### src/rtl/sar_pkg.sv
package sar_pkg;
   typedef enum logic [1:0] {
      PH_IDLE = 2'd0,
      PH_SYNC = 2'd1,
      PH_BITS = 2'd2,
      PH_TAIL = 2'd3
   } sar_phase_t;

   function automatic int total_ticks(input int sync_n, input int res_n, input int tail_n);
      return sync_n + res_n + tail_n;
   endfunction
endpackage

### src/rtl/sar_seq.sv
module sar_seq
   import sar_pkg::*;
#(
   parameter int RES_W    = 10,
   parameter int SYNC_CYC = 1,
   parameter int TAIL_CYC = 2,
   localparam int TOTAL   = total_ticks(SYNC_CYC, RES_W, TAIL_CYC),
   localparam int CNT_W   = $clog2(TOTAL + 1),
   localparam int IDX_W   = $clog2(RES_W + 1)
) (
   input  logic             clk,
   input  logic             rst_n,
   input  logic             start,
   input  logic             conv_tick,
   output logic             busy,
   output sar_phase_t       phase,
   output logic             ld_init,
   output logic             ld_decide,
   output logic [IDX_W-1:0] decide_idx,
   output logic             ld_store
);
   logic [CNT_W-1:0] cnt;
   logic             tick;
   int               rel;

   if (SYNC_CYC < 1) begin : g_bad_sync
      $error("SYNC_CYC must be at least 1");
   end
   if (TAIL_CYC < 1) begin : g_bad_tail
      $error("TAIL_CYC must be at least 1");
   end

   always_ff @(posedge clk or negedge rst_n) begin
      if (!rst_n) begin
         busy <= 1'b0;
         cnt  <= '0;
      end else if (!busy) begin
         if (start) begin
            busy <= 1'b1;
            cnt  <= '0;
         end
      end else if (conv_tick) begin
         if (cnt == CNT_W'(TOTAL - 1)) begin
            busy <= 1'b0;
            cnt  <= '0;
         end else begin
            cnt <= cnt + 1'b1;
         end
      end
   end

   always_comb begin
      tick = busy & conv_tick;
      rel  = int'(cnt) - SYNC_CYC;
      if (!busy)                           phase = PH_IDLE;
      else if (int'(cnt) < SYNC_CYC)       phase = PH_SYNC;
      else if (rel < RES_W)                phase = PH_BITS;
      else                                 phase = PH_TAIL;
      ld_init    = tick && (phase == PH_SYNC) && (int'(cnt) == SYNC_CYC - 1);
      ld_decide  = tick && (phase == PH_BITS);
      decide_idx = (phase == PH_BITS) ? IDX_W'(RES_W - 1 - rel) : '0;
      ld_store   = tick && (cnt == CNT_W'(TOTAL - 1));
   end

   p_busy_rise_r2: assert property (@(posedge clk) disable iff (!rst_n)
      (!busy && start) |=> busy);

   p_start_ignored_r10: assert property (@(posedge clk) disable iff (!rst_n)
      (busy && !conv_tick) |=> (busy && $stable(cnt)));
endmodule

### src/rtl/sar_trial.sv
module sar_trial #(
   parameter int RES_W  = 10,
   localparam int IDX_W = $clog2(RES_W + 1)
) (
   input  logic             clk,
   input  logic             rst_n,
   input  logic             ld_init,
   input  logic             ld_decide,
   input  logic [IDX_W-1:0] decide_idx,
   input  logic             cmp_ge,
   output logic [RES_W-1:0] trial
);
   if (RES_W < 2) begin : g_bad_res
      $error("RES_W must be at least 2");
   end

   for (genvar i = 0; i < RES_W; i++) begin : g_bit
      always_ff @(posedge clk or negedge rst_n) begin
         if (!rst_n) begin
            trial[i] <= 1'b0;
         end else if (ld_init) begin
            trial[i] <= (i == RES_W - 1);
         end else if (ld_decide) begin
            if (decide_idx == IDX_W'(i))
               trial[i] <= cmp_ge;
            else if (decide_idx == IDX_W'(i + 1))
               trial[i] <= 1'b1;
         end
      end
   end

   p_dac_hold_r5: assert property (@(posedge clk) disable iff (!rst_n)
      (!ld_init && !ld_decide) |=> $stable(trial));
endmodule

### src/rtl/sar_out.sv
module sar_out #(
   parameter int RES_W = 10,
   parameter int OUT_W = 16
) (
   input  logic             clk,
   input  logic             rst_n,
   input  logic             ld_store,
   input  logic [RES_W-1:0] code,
   input  logic             fmt_twos,
   input  logic             irq_ack,
   input  logic             flag_clr,
   output logic [OUT_W-1:0] result,
   output logic             done,
   output logic             irq_flag
);
   logic [OUT_W-1:0] fmt_right;
   logic [OUT_W-1:0] fmt_left;
   logic [RES_W-1:0] code_tc;

   if (OUT_W < RES_W) begin : g_bad_out
      $error("OUT_W must not be narrower than RES_W");
   end

   assign code_tc   = {~code[RES_W-1], code[RES_W-2:0]};
   assign fmt_right = OUT_W'(code);

   if (OUT_W == RES_W) begin : g_left_same
      assign fmt_left = code_tc;
   end else begin : g_left_pad
      assign fmt_left = {code_tc, {(OUT_W - RES_W){1'b0}}};
   end

   always_ff @(posedge clk or negedge rst_n) begin
      if (!rst_n) begin
         result   <= '0;
         done     <= 1'b0;
         irq_flag <= 1'b0;
      end else begin
         done <= ld_store;
         if (ld_store) begin
            result   <= fmt_twos ? fmt_left : fmt_right;
            irq_flag <= 1'b1;
         end else if (irq_ack || flag_clr) begin
            irq_flag <= 1'b0;
         end
      end
   end

   p_result_hold_r8: assert property (@(posedge clk) disable iff (!rst_n)
      !ld_store |=> $stable(result));

   p_flag_set_r9: assert property (@(posedge clk) disable iff (!rst_n)
      done |-> irq_flag);

   p_done_single_r3: assert property (@(posedge clk) disable iff (!rst_n)
      done |=> !done);
endmodule

### src/rtl/sar_core.sv
module sar_core
   import sar_pkg::*;
#(
   parameter int RES_W    = 10,
   parameter int OUT_W    = 16,
   parameter int SYNC_CYC = 1,
   parameter int TAIL_CYC = 2,
   localparam int IDX_W   = $clog2(RES_W + 1)
) (
   input  logic             clk,
   input  logic             rst_n,
   input  logic             start,
   input  logic             conv_tick,
   input  logic             cmp_ge,
   input  logic             fmt_twos,
   input  logic             irq_ack,
   input  logic             flag_clr,
   output logic [RES_W-1:0] dac_code,
   output logic             busy,
   output logic             done,
   output logic [OUT_W-1:0] result,
   output logic             irq_flag
);
   sar_phase_t       phase;
   logic             ld_init;
   logic             ld_decide;
   logic             ld_store;
   logic [IDX_W-1:0] decide_idx;

   sar_seq #(
      .RES_W(RES_W), .SYNC_CYC(SYNC_CYC), .TAIL_CYC(TAIL_CYC)
   ) seq_i (
      .clk(clk), .rst_n(rst_n), .start(start), .conv_tick(conv_tick),
      .busy(busy), .phase(phase), .ld_init(ld_init), .ld_decide(ld_decide),
      .decide_idx(decide_idx), .ld_store(ld_store)
   );

   sar_trial #(.RES_W(RES_W)) trial_i (
      .clk(clk), .rst_n(rst_n), .ld_init(ld_init), .ld_decide(ld_decide),
      .decide_idx(decide_idx), .cmp_ge(cmp_ge), .trial(dac_code)
   );

   sar_out #(.RES_W(RES_W), .OUT_W(OUT_W)) out_i (
      .clk(clk), .rst_n(rst_n), .ld_store(ld_store), .code(dac_code),
      .fmt_twos(fmt_twos), .irq_ack(irq_ack), .flag_clr(flag_clr),
      .result(result), .done(done), .irq_flag(irq_flag)
   );

   p_done_busy_r3: assert property (@(posedge clk) disable iff (!rst_n)
      done |-> (!busy && $past(busy)));

   p_store_in_tail_r3: assert property (@(posedge clk) disable iff (!rst_n)
      ld_store |-> (phase == PH_TAIL));
endmodule

### config.mk
export PLATFORM = sky130hd
export DESIGN_NAME = sar_core
export DESIGN_NICKNAME = d
export VERILOG_FILES = /design/src/rtl/sar_pkg.sv /design/src/rtl/sar_seq.sv /design/src/rtl/sar_trial.sv /design/src/rtl/sar_out.sv /design/src/rtl/sar_core.sv
export SDC_FILE = /design/constraint.sdc
export NUM_CORES = 1
export LEC_CHECK = 0
export BUFFER_PORTS_ARGS = -buffer_cell sky130_fd_sc_hd__buf_2
export CORE_AREA = 2 2 66 68
export DETAILED_ROUTE_END_ITERATION = 16
export DIE_AREA = 0 0 68 70
export GPL_TIMING_DRIVEN = 0
export PLACE_DENSITY = 0.73
export SYNTH_ARGS = -nofsm -noshare
export SYNTH_HDL_FRONTEND = slang
export SYNTH_SLANG_ARGS = --single-unit
### constraint.sdc
create_clock -name clk -period 2.3 [get_ports clk]
set_input_delay 0.23 -clock clk [delete_from_list [all_inputs] [get_ports clk]]
set_output_delay 0.23 -clock clk [all_outputs]
set_load 0.01 [all_outputs]
== Word-level counts from Yosys, hierarchy flattened ==
Index checks and enable logic that the tools add are counted.

* Register bits: 33
* Input port bits: 8
* Output and inout bits: 29
* Logic and storage cells: 122

* $add $sub $neg: 3
* $lt $le $gt $ge: 2
* Eq/ne operators: 14
* Multiplexer cells: 55
* Bitwise operators: 2
* Reduce and logical (&&, ||, !) cells: 31

{| class="wikitable"
|+ Operator list
! cell !! number
|-
| $mux W1 || 47
|-
| $reduce_bool A3 Y1 || 10
|-
| $reduce_and A2 Y1 || 11
|-
| $mux W4 || 5
|-
| $eq A4 B3 Y1 const B || 4
|-
| $eq A4 B4 Y1 const B || 4
|-
| $mux W16 || 1
|-
| $eq A4 B2 Y1 const B || 2
|-
| $logic_not A4 Y1 || 2
|-
| $reduce_bool A2 Y1 || 3
|-
| $lt A5 B5 Y1 const B || 1
|-
| $sub A4 B1 Y5 const B || 1
|-
| $add A4 B1 Y4 const B || 1
|-
| $eq A4 B1 Y1 const B || 1
|-
| $logic_and A1 B1 Y1 || 4
|-
| $lt A4 B1 Y1 const B || 1
|-
| $mux W2 || 2
|-
| $sub A4 B4 Y4 const A || 1
|-
| $eq A2 B1 Y1 const B || 1
|-
| $eq A2 B2 Y1 const B || 1
|-
| $ne A2 B2 Y1 const B || 1
|-
| $and A1 B1 Y1 || 1
|-
| $logic_or A1 B1 Y1 || 1
|-
| $not A1 Y1 || 1
|}

== Depth between registers and ports, before layout ==
Gate-level depths: netlist of the first run.

* Word-level depth: 12
* Depth in mapped cells: 11
* Depth with buffers taken out: 8

== Modules after synthesis ==
Synthesis of the first run repeated with hierarchy kept, for this count alone.

* Cell total of the unflattened synthesis: 182
* Area, all modules: 1828.0 um^2

{| class="wikitable"
|+ By module, submodules not included
! module !! times used !! cells each !! area an instance (um^2)
|-
| sar_out || 1 || 73 || 779.5
|-
| sar_trial || 1 || 58 || 619.3
|-
| sar_seq || 1 || 51 || 429.2
|}

== Least setup slack after synthesis of the first run ==
No wires, ideal clock.

* Path type: register to register
* From: reg seq_i.cnt[0]
* To: reg trial_i.trial[4]
* Setup time: 0.140 ns
* Data arrival time: 2.279 ns
* Data required time: 2.160 ns
* Setup slack: -0.118 ns
* Cell stages (with the launch flop): 10
* Clock period less this slack: 2.418 ns
* Cell sequence: dfrtp_1 > buf_6 > buf_2 > inv_1 > ha_1 > ha_1 > nand2b_1 > mux2_2 > o311ai_0 > o41ai_1

* Word-level cells in the longest chain between the ends: 11

{| class="wikitable"
|+ RTL lines
! what !! line !! RTL
|-
| from (decl) || sar_seq.sv:22 || <nowiki>logic [CNT_W-1:0] cnt;</nowiki>
|-
| from (signal assigned) || sar_seq.sv:47 || <nowiki>cnt <= cnt + 1'b1;</nowiki>
|-
| $sub A4 B1 Y5 || sar_seq.sv:54 || <nowiki>rel = int'(cnt) - SYNC_CYC;</nowiki>
|-
| $lt A5 B5 Y1 || sar_seq.sv:57 || <nowiki>else if (rel < RES_W) phase = PH_BITS;</nowiki>
|-
| $mux W1 || sar_seq.sv:57 ||
|-
| $mux W2 || sar_seq.sv:56 || <nowiki>else if (int'(cnt) < SYNC_CYC) phase = PH_SYNC;</nowiki>
|-
| $mux W2 || sar_seq.sv:55 || <nowiki>if (!busy) phase = PH_IDLE;</nowiki>
|-
| $eq A2 B2 Y1 || sar_seq.sv:60, sar_seq.sv:61 ||
|-
| $mux W4 || sar_seq.sv:61 || <nowiki>decide_idx = (phase == PH_BITS) ? IDX_W'(RES_W - 1 - rel) : '0;</nowiki>
|-
| $eq A4 B3 Y1 || sar_trial.sv:24 || <nowiki>if (decide_idx == IDX_W'(i))</nowiki>
|-
| $mux W1 || sar_trial.sv:24 ||
|-
| $mux W1 || sar_trial.sv:23 || <nowiki>end else if (ld_decide) begin</nowiki>
|-
| $mux W1 || sar_trial.sv:21 || <nowiki>end else if (ld_init) begin</nowiki>
|-
| to (signal, indexed assignment) || sar_trial.sv:22 || <nowiki>trial[i] <= (i == RES_W - 1);</nowiki>
|-
| to (signal, indexed assignment) || sar_trial.sv:25 || <nowiki>trial[i] <= cmp_ge;</nowiki>
|-
| to (decl) || sar_trial.sv:11 || <nowiki>output logic [RES_W-1:0] trial</nowiki>
|}

Parallel ways exist; a longest one is shown, timed or not. The select of a mux whose other input is x is not followed.
A chain may end at the register's enable or synchronous reset.

== Worst setup path after layout of the first run ==
* From: reg seq_i.cnt[0]
* To: reg trial_i.trial[9]

* Word-level cells in the longest chain between the ends: 11

{| class="wikitable"
|+ RTL lines
! what !! line
|-
| $sub A4 B1 Y5 || sar_seq.sv:54
|-
| $lt A5 B5 Y1 || sar_seq.sv:57
|-
| $mux W1 || sar_seq.sv:57
|-
| $mux W2 || sar_seq.sv:56
|-
| $mux W2 || sar_seq.sv:55
|-
| $eq A2 B2 Y1 || sar_seq.sv:60, sar_seq.sv:61
|-
| $mux W4 || sar_seq.sv:61
|-
| $eq A4 B4 Y1 || sar_trial.sv:24
|-
| $mux W1 || sar_trial.sv:24
|-
| $mux W1 || sar_trial.sv:23
|-
| $mux W1 || sar_trial.sv:21
|}

Parallel ways exist; a longest one is shown, timed or not. The select of a mux whose other input is x is not followed.

==> impl_metrics.toml, run 1 <==
[status]
status = "complete, but fails checks"
violations = "negative hold slack"

[synth]
muxShareOfSynthArea = 0.0480
synthAdderAreaFrac = 0.0316
synth_common_cells = "38 x nand2_1, 33 x dfrtp_1, 25 x o21ai_0"
yosysTopAreaCellShare = 0.434
ys_seq_area_frac = 0.434
synth_xor_area_frac = 0.00921
synth-edff-count = 0
ys_warn_count = 0
syn-num-nets = 221
synth-simple-area-share = 0.258
synthTopCellsByArea = "dfrtp_1 43%, nand2_1 7.5%, o21ai_0 6.6%, mux2i_1 4.2%, nand2b_1 3.6%"
synth_top_cell_by_area = "dfrtp_1"
synth.most_common_cell = "nand2_1"
synth_cell_type_count = 50
syn_avg_cell_area_um2 = 9.10
synth_top_family_by_area = "simple AND/OR/NAND/NOR gates"
ys_ff_latch = 33
netlist_area_um2 = 1900
synthCells = 209
ys.flop_type = "dfrtp_1"
async_flop_share = 1.00
synth-compound-area-share = 0.172

[floorplanning]
die-area_um2 = 4760
core_um2 = 4140
die_x_um = 68
rows = 24
ioPinCount = 37
start_util = 0.459
die_h_um = 70

[final_layout]
n_antenna_cell = 0
multi_input_area_um2 = 1040
fin_nets = 273
syn_to_final_growth_pct = 24.6
final.fill_count = 352
drive_gt1_frac = 0.298
finalInstanceArea_um2 = 2370
regArea_um2 = 826

[route]
firstDrtPassIters = 4
routedWlPerCell_um = 15.0
antenna_left = 0
drt_iter0_markers = 129
vias = 1750
drt_drc_violations_left = 0
routed_wl_um = 4710
viasPerCell = 5.57

[job]
drv_cap = 0

[worst_setup_path]
worstPathRequired_ns = 2.52
cp_common_cell = "buf_6"
critPathKind = "reg -> reg"
path_buf_inv = 3
cp-end-kind = "flip-flop"
crit_path_start_kind = "flip-flop"
path_max_fanout = 10
timing.rr.start = "seq_i.cnt[0]$_DFFE_PN0P_"
cp.arrival_ns = 2.42
crit_start = "seq_i.cnt[0]$_DFFE_PN0P_"
critPathMaxStageDelay_ns = 0.36
critPathTopFamily = "adder cells"
path_cells = "buf_6 > inv_4 > ha_1 > xnor2_1 > ha_2 > buf_6 > and4b_2 > nand3b_1 > a31oi_1 > o32a_1"
slowest_stage = "dfrtp_1"

[power]
p_int_uw = 2150
p_switching_uw = 1770
power_frac_seq = 0.254
power.density_nw_per_um2 = 1650
combPwrFrac = 0.636
leakage_uw = 0.00111
clockPowerShare = 0.110
switching_share = 0.452
vdd_ir_drop_max_uv = 955

[timing]
min_period_ns = 2.20
period_share = 0.956
slew_headroom = 0.506
fmax_ghz = 0.455
hold_slack_ns = -0.00295
tightest_slew_ns = 0.741
finClkSkew_ns = 0.00672
hold_viol_final = 4
setup_viol = 0
drv_slew = 0

[clock_tree]
root_buffer = "clkbuf_8"
path_clk_slew_ns = 0.07
clkSinkCount = 33
cts_buffers = 5
h-tree-depth = 2
clock_latency_ns = 0.29
cts_tree = "yes"
cts_max_path_buffers = 2

[global_route]
overflow = 0
grt_pass1_wl_um = 7620
grt_antenna_before_repair = 0
first_global_vias = 1625
grt_max_degree = 34
track_usage = 0.209

[hold_path]
hp-class = "in -> async"

[placed_design]
place_area_um2 = 2160
detailed_place_hpwl_um = 3240
place.gp.congestion = 0.856
port_buffers = 36
-- power groups by stage --
stage	clock network [uW]	logic, uW	registers (uW)
floorplan	0	1470	1050
global placement	0	2050	998
detailed placement	0	2080	1000
CTS	431	2300	991
global route	461	2760	1020
finish	431	2490	995
-- repair_timing --
item / 4_1_cts / 5_1_grt
pin swaps: 2 / 4
setup endpoints to repair: 10 / 10
setup buffers: 4 / 6
hold buffers: 0 / 0
resized for setup: 9 / 7
-- cell type report --
| class | count | share of cell area |
|---|---|---|
| Multi-Input combinational cell | 158 | 0.439 |
| Clock inverter | 2 | 0.00422 |
| Timing Repair Buffer | 46 | 0.108 |
| Tap cell | 52 | 0.0275 |
| Buffer | 12 | 0.0338 |
| Sequential cell | 33 | 0.348 |
| Clock buffer | 6 | 0.0306 |
| Inverter | 5 | 0.00898 |
-- sequential cells by signal, summed over array words and instances, names as in the netlist --
register	count
seq_i.busy	1
out_i.result	16
seq_i.cnt	4
out_i.irq_flag	1
trial_i.trial	10
out_i.done	1
-- worst reg2reg max path: cells and delay by family, from the launching register on --
kind,cells,cell delay [ns]
buf+inv,3,0.32
xor+xnor,1,0.20
fa+ha+maj,2,0.51
flops,1,0.36
simple gates,2,0.40
compound gates,2,0.35
-- kinds of logic (layout without fill, tap and decap cells) --
logic type	Yosys count	after routing
AND/OR/NAND/NOR	91	91
flip-flops	33	33
AO/OA/AOI/OAI	51	51
multiplexers	9	9
XOR/XNOR	2	2
adder cells (fa/ha/maj)	5	5
buffers and inverters	18	71
-- routing by layer --
layer / part of all wire / GRT usage / wire (um)
met1: 0.44 / 0.268 / 2060
met2: 0.49 / 0.333 / 2300
met3: 0.062 / 0.0403 / 293
met4: 0.010 / 0.100 / 49
met5: 0 / 0 / 0
-- metrics by stage --
step / std cells / TNS [ns] / setup WS (ns) / total power (uW) / util
floorplan: 209 / -0.0155 / -0.00901 / 2520 / -
global placement: 297 / -1.74 / -0.330 / 3050 / 0.522
detailed placement: 297 / -2.05 / -0.359 / 3090 / 0.522
CTS: 309 / 0 / 0.00510 / 3720 / 0.559
global route: 314 / -0.00209 / -0.00209 / 4240 / 0.572
finish: 314 / 0 / 0.101 / 3920 / 0.572
-- placed cells by master (no fill, tap or decap), drive strengths merged, types with 3 or more instances in the layout --
cell    count
a21oi       8
nand4       4
and2        3
nand3       5
nor2       10
o21ai      25
nor4        3
dfrtp      33
nand2      38
a31oi       3
mux2i       8
clkbuf     11
nand2b     11
inv         5
buf        53
nor2b       4
ha          4
-- final timing paths --
kind	to	cells after the start	slack, ns
setup / recovery	trial_i.trial[9]$_DFFE_PN0P_	10	0.10
hold / removal	out_i.result[11]$_DFFE_PN0P_	1	-0.003
setup reg to reg	trial_i.trial[9]$_DFFE_PN0P_	10	0.10
hold reg to reg	out_i.irq_flag$_DFFE_PN0P_	2	0.47
max in group asynchronous	seq_i.cnt[0]$_DFFE_PN0P_	1	1.83
min in group clk	seq_i.cnt[0]$_DFFE_PN0P_	2	0.13
Note: power is estimated with default switching activity, not from simulation.
==> run 2, diff against run 1 <==
--- a/config.mk
+++ b/config.mk
@@ -6,11 +6,11 @@
 export NUM_CORES = 1
 export LEC_CHECK = 0
 export BUFFER_PORTS_ARGS = -buffer_cell sky130_fd_sc_hd__buf_2
-export CORE_AREA = 2 2 66 68
+export CORE_AREA = 2 2 56 79
 export DETAILED_ROUTE_END_ITERATION = 16
-export DIE_AREA = 0 0 68 70
+export DIE_AREA = 0 0 58 81
 export GPL_TIMING_DRIVEN = 0
-export PLACE_DENSITY = 0.73
+export PLACE_DENSITY = 0.81
 export SYNTH_ARGS = -nofsm -noshare
 export SYNTH_HDL_FRONTEND = slang
 export SYNTH_SLANG_ARGS = --single-unit
==> run 2 against run 1 <==
The flow now finishes without violations. Count of clock-buffer cells in the layout is the same. Sequential power is 0.7% lower. Routed wire length increased by 4.7%. Final cell count is 4.1% lower. Worst setup slack worse by 0.069 ns. Fmax shrank 3.1%. Largest cell class unchanged.
==> impl_metrics.toml, run 2 (synthesis gave the netlist of run 1 again) <==
[power]
p_switching_uw = 2000
power_uw = 4290
leakage_uw = 0.00112
vdd_ir_drop_max_uv = 1330
power_frac_seq = 0.230
combPwrFrac = 0.670
p_int_uw = 2290
clockPowerShare = 0.099
power.density_nw_per_um2 = 1750
switching_share = 0.466

[final_layout]
layout_common_cells = "38 x nand2_1, 37 x buf_2, 33 x dfrtp_1, 24 x o21ai_0, 10 x nor2_1"
syn_to_final_growth_pct = 28.6
n_antenna_cell = 0
drive_gt1_frac = 0.328
final_core_util = 0.602
regMostFlops = "out_i.result"
fin_nets = 267
final.fill_count = 343
reg.largest.list = "out_i.result (16), trial_i.trial (10), seq_i.cnt (4)"
largest_register_ffs = 16
finalInstanceArea_um2 = 2440
layout_commonest_cell = "nand2_1"
fin_cells = 301

[hold_path]
hp-class = "in -> async"

[worst_setup_path]
cp.arrival_ns = 2.42
critPathKind = "reg -> reg"
cp-end-kind = "flip-flop"
path_max_fanout = 10
worstPathRequired_ns = 2.45
crit_path_start_kind = "flip-flop"

[placed_design]
detailed_place_hpwl_um = 3300
place.gp.congestion = 0.935
place_area_um2 = 2160
dp_slack_ns = -0.422
place_inst = 290
port_buffers = 36

[clock_tree]
clkSinkCount = 33
clock_latency_ns = 0.29
cts_buffers = 5
cts_hold_buf = 0
path_clk_slew_ns = 0.07
cts_max_path_buffers = 2
cts_tree = "yes"
h-tree-depth = 2
root_buffer = "clkbuf_8"

[timing]
fmax_ghz = 0.441
drv_slew = 0
slew_headroom = 0.492
finClkSkew_ns = 0.00385
setup_viol = 0
setup_slack_ns = 0.0317
hold_viol_final = 0
period_share = 0.986
tightest_slew_ns = 0.762
min_period_ns = 2.27

[status]
status = "complete, no violations"

[route]
firstDrtPassIters = 4
drt_drc_violations_left = 0
viasPerCell = 5.95
routed_wl_um = 4930
drt_iter0_markers = 73
antenna_left = 0
vias = 1790
routedWlPerCell_um = 16.4

[global_route]
overflow = 0
first_global_vias = 1682
grt_max_degree = 34
grt_pass1_wl_um = 8050
grt_antenna_before_repair = 0
track_usage = 0.223

[floorplanning]
die_h_um = 81
die_x_um = 58
die-area_um2 = 4700
core_um2 = 4060
rows = 28
ioPinCount = 37
start_util = 0.468

[job]
drv_cap = 0
run 2: area by class of cell:
cell class	instances	area, um2	share of cell area
Multi-Input combinational cell	158	1160	0.475
Tap cell	45	56.3	0.0230
Inverter	5	23.8	0.00972
Buffer	13	91.3	0.0374
Clock inverter	2	10.0	0.00409
Clock buffer	6	72.6	0.0297
Sequential cell	33	826	0.338
Timing Repair Buffer	39	203	0.0829
run 2: worst paths after layout:
| path | slack, ns | startpoint | cells past startpoint | to |
|---|---|---|---|---|
| max in group asynchronous | 1.80 | rst_n | 1 | seq_i.cnt[3]$_DFFE_PN0P_ |
| setup / recovery | 0.03 | seq_i.cnt[0]$_DFFE_PN0P_ | 10 | trial_i.trial[4]$_DFFE_PN0P_ |
| hold / removal | 0.01 | rst_n | 1 | out_i.result[5]$_DFFE_PN0P_ |
| min in group clk | 0.12 | start | 2 | seq_i.cnt[0]$_DFFE_PN0P_ |
| hold reg to reg | 0.47 | out_i.result[13]$_DFFE_PN0P_ | 2 | out_i.result[13]$_DFFE_PN0P_ |
| setup reg to reg | 0.03 | seq_i.cnt[0]$_DFFE_PN0P_ | 10 | trial_i.trial[4]$_DFFE_PN0P_ |
run 2: critical path, stage by stage (launching register included):
cell,delay [ns]
dfrtp_1,0.37
buf_6,0.11
buf_6,0.13
inv_6,0.05
ha_4,0.17
xnor2_4,0.13
ha_4,0.19
xor2_1,0.17
mux2_4,0.37
o311ai_4,0.29
o41ai_2,0.13
run 2: power groups by stage:
stage	registers [uW]	clock network (uW)	logic, uW
floorplan	1050	0	1470
finish	988	426	2880
detailed placement	996	0	2110
global route	1020	456	3100
CTS	988	439	2480
global placement	983	0	2040
run 2: per-layer routing:
metal	GRT usage	routed length (um)
met3	0.0414	234
met1	0.256	1880
met5	0	0
met4	0.116	189
met2	0.390	2620
run 2: per-stage QoR:
stage / TNS [ns] / hold WS (ns)
global route: -0.128 / 0.0580
finish: 0 / 0.0109
detailed placement: -2.44 / 0.333
CTS: 0 / 0.0216
floorplan: -0.0155 / -0.0656
global placement: -1.64 / 0.325
run 2: what timing repair did:
| item | in CTS | in global routing |
|---|---|---|
| buffers inserted | 2 | 1 |
| cloned | 0 | 0 |
| resized for setup | 17 | 19 |
| pin swaps | 2 | 6 |
| endpoints found under the setup margin | 10 | 10 |
==> run 3, diff against run 2 <==
--- a/config.mk
+++ b/config.mk
@@ -5,12 +5,14 @@
 export SDC_FILE = /design/constraint.sdc
 export NUM_CORES = 1
 export LEC_CHECK = 0
+export ABC_AREA = 1
 export BUFFER_PORTS_ARGS = -buffer_cell sky130_fd_sc_hd__buf_2
-export CORE_AREA = 2 2 56 79
+export CORE_AREA = 2 2 67 94
 export DETAILED_ROUTE_END_ITERATION = 16
-export DIE_AREA = 0 0 58 81
+export DIE_AREA = 0 0 69 96
 export GPL_TIMING_DRIVEN = 0
-export PLACE_DENSITY = 0.81
+export PLACE_DENSITY = 0.62
+export SLEW_MARGIN = 5
 export SYNTH_ARGS = -nofsm -noshare
 export SYNTH_HDL_FRONTEND = slang
 export SYNTH_SLANG_ARGS = --single-unit
==> run 3 against run 2 <==
Combinational power down 23%. Highest routed layer unchanged. Global-route usage is 8.3 points lower. Area after synthesis decreased by 0.39%. Critical endpoint is now trial_i.trial[6]$_DFFE_PN0P_. Cell area is 6.4% lower. Register-to-register slack gained 0.15 ns.
==> impl_metrics.toml, run 3 <==
[status]
status = "complete, no violations"

[timing]
fmax_ghz = 0.471
drv_slew = 0
finClkSkew_ns = 0.00573
setup_tns_ns = 0
grt_setup_unrepaired = "no"
period_share = 0.923
slew_headroom = 0.509
hold_viol_final = 0
setup_viol = 0
tightest_slew_ns = 0.737
min_period_ns = 2.12

[worst_setup_path]
worstPathRequired_ns = 2.47
critPathKind = "reg -> reg"
crit_start = "seq_i.cnt[0]$_DFFE_PN0P_"
setup.worst_path.end = "trial_i.trial[6]$_DFFE_PN0P_"
cp-end-kind = "flip-flop"
cp.arrival_ns = 2.30
path_max_fanout = 7
rr_worst_depth = 12
r2r-end = "trial_i.trial[6]$_DFFE_PN0P_"
crit_path_start_kind = "flip-flop"
timing.rr.start = "seq_i.cnt[0]$_DFFE_PN0P_"
r2r_slack_ns = 0.18

[synth]
synth-edff-count = 0
ys_ff_latch = 33
synth.most_common_cell = "nand2_1"
synthCells = 234
async_flop_share = 1.00
ys_warn_count = 0
yosysTopAreaCellShare = 0.436
synth_top_cell_by_area = "dfrtp_1"
syn-num-nets = 246
syn_avg_cell_area_um2 = 8.10
netlist_area_um2 = 1890
synth_cell_type_count = 34
ys_seq_area_frac = 0.436
ys.flop_type = "dfrtp_1"
synth_common_cells = "73 x nand2_1, 33 x dfrtp_1, 33 x nand3_1"
synthTopCellsByArea = "dfrtp_1 44%, nand2_1 14%, nand3_1 8.7%, inv_1 3.6%, ha_1 2.6%"

[global_route]
grt_antenna_before_repair = 0
overflow = 0
track_usage = 0.141
first_global_vias = 1627
grt_max_degree = 34
grt_pass1_wl_um = 7440

[route]
antenna_left = 0
routed_wl_um = 4280
vias = 1687
drt_drc_violations_left = 0
firstDrtPassIters = 4
drt_iter0_markers = 125
routedWlPerCell_um = 12.2
viasPerCell = 4.82

[final_layout]
layout_commonest_cell = "nand2_1"
syn_to_final_growth_pct = 20.7
drive_gt1_frac = 0.279
final_core_util = 0.396
regMostFlops = "out_i.result"
fin_nets = 291
largest_register_ffs = 16
reg.largest.list = "out_i.result (16), trial_i.trial (10), seq_i.cnt (4)"
n_antenna_cell = 0
layout_common_cells = "73 x nand2_1, 39 x buf_2, 32 x nand3_1, 31 x dfrtp_1, 17 x inv_1"

[clock_tree]
root_buffer = "clkbuf_8"
clock_latency_ns = 0.28
clkSinkCount = 33
cts_max_path_buffers = 2
cts_tree = "yes"
path_clk_slew_ns = 0.07
cts_hold_buf = 0
cts_buffers = 5
h-tree-depth = 2

[floorplanning]
ioPinCount = 37
core_um2 = 5780
die-area_um2 = 6620
rows = 33
die_x_um = 69
die_h_um = 96
start_util = 0.328

[power]
combPwrFrac = 0.607
vdd_ir_drop_max_uv = 382
power_uw = 3660
leakage_uw = 0.00123
p_switching_uw = 1780
power.density_nw_per_um2 = 1600
clockPowerShare = 0.116
switching_share = 0.488
power_frac_seq = 0.277
p_int_uw = 1880

[job]
drv_cap = 0

[hold_path]
hp-class = "in -> async"

[placed_design]
place.gp.congestion = 0.904
port_buffers = 35
detailed_place_hpwl_um = 3230
[run 3: repair_timing]
item                                    4_1_cts  5_1_grt
pin swaps                                     0        2
setup buffers                                 2        1
gates resized for setup                       3        5
endpoints found under the setup margin        9       10
[run 3: logic make-up (layout without fill, tap and decap cells)]
group | Yosys count | after routing | share of synthesized area
flops | 33 | 33 | 0.436
fa+ha+maj | 4 | 4 | 0.0264
xor+xnor | 3 | 3 | 0.0139
buf+inv | 30 | 76 | 0.0726
simple gates | 142 | 142 | 0.375
compound gates | 22 | 22 | 0.0760
[run 3: stage by stage]
step | instances | setup slack [ns] | hold slack (ns) | instance area, um2
6_report | 350 | 0.178 | 0.00818 | 2290
2_1_floorplan | 234 | 0.260 | -0.0656 | 1890
3_3_place_gp | 339 | -0.0734 | 0.323 | 2160
3_5_place_dp | 339 | -0.0792 | 0.321 | 2160
4_1_cts | 349 | 0.0536 | 0.0161 | 2270
5_1_grt | 350 | 0.0141 | 0.0631 | 2290
[run 3: how the worst min path moves through the flow]
stage | depth (start not counted) | startpoint | to | slack, ns
3_3_place_gp | 1 | rst_n | seq_i.cnt[0]$_DFFE_PN0P_ | 0.32
4_1_cts | 1 | rst_n | seq_i.busy$_DFF_PN0_ | 0.02
5_1_grt | 1 | rst_n | seq_i.busy$_DFF_PN0_ | 0.06
6_report | 1 | rst_n | seq_i.busy$_DFF_PN0_ | 0.008
2_1_floorplan | 0 | rst_n | out_i.done$_DFF_PN0_ | -0.07
3_5_place_dp | 1 | rst_n | seq_i.cnt[0]$_DFFE_PN0P_ | 0.32
[run 3: worst max-delay path, stage by stage (launching register included)]
cell and delay [ns]:
dfrtp_2 0.40, clkinvlp_4 0.12, ha_1 0.22, xnor2_1 0.16
ha_2 0.24, nand3b_4 0.20, nand3_4 0.14, inv_1 0.10
nand3_1 0.13, nand3_1 0.15, nand2_1 0.06, nand2_1 0.06
nand2_1 0.05
[run 3: power groups by stage]
stage	Combinational, uW	Sequential, uW	Clock (uW)
detailed placement	2120	1030	0
floorplan	1530	1080	0
CTS	2160	1030	437
global route	2510	1050	464
finish	2220	1010	424
global placement	2100	1020	0
[run 3: layer usage]
layer / track usage / vias to the layer above / wire length [um]
met4: 0.0801 / 0 / 92
met3: 0.0241 / 7 / 154
met2: 0.264 / 48 / 2240
met5: 0 / - / 0
met1: 0.148 / 772 / 1790
li1: - / 860 / -
[run 3: area by class of cell]
| cell class | instances | area (um2) |
|---|---|---|
| clock inverters | 3 | 17.5 |
| inverters | 21 | 83.8 |
| clock buffers | 5 | 68.8 |
| fillers | 598 | 3490 |
| repair buffers | 38 | 198 |
| well taps | 70 | 87.6 |
| flip-flops and latches | 33 | 828 |
| multi-input cells | 171 | 946 |
| plain buffers | 9 | 57.6 |
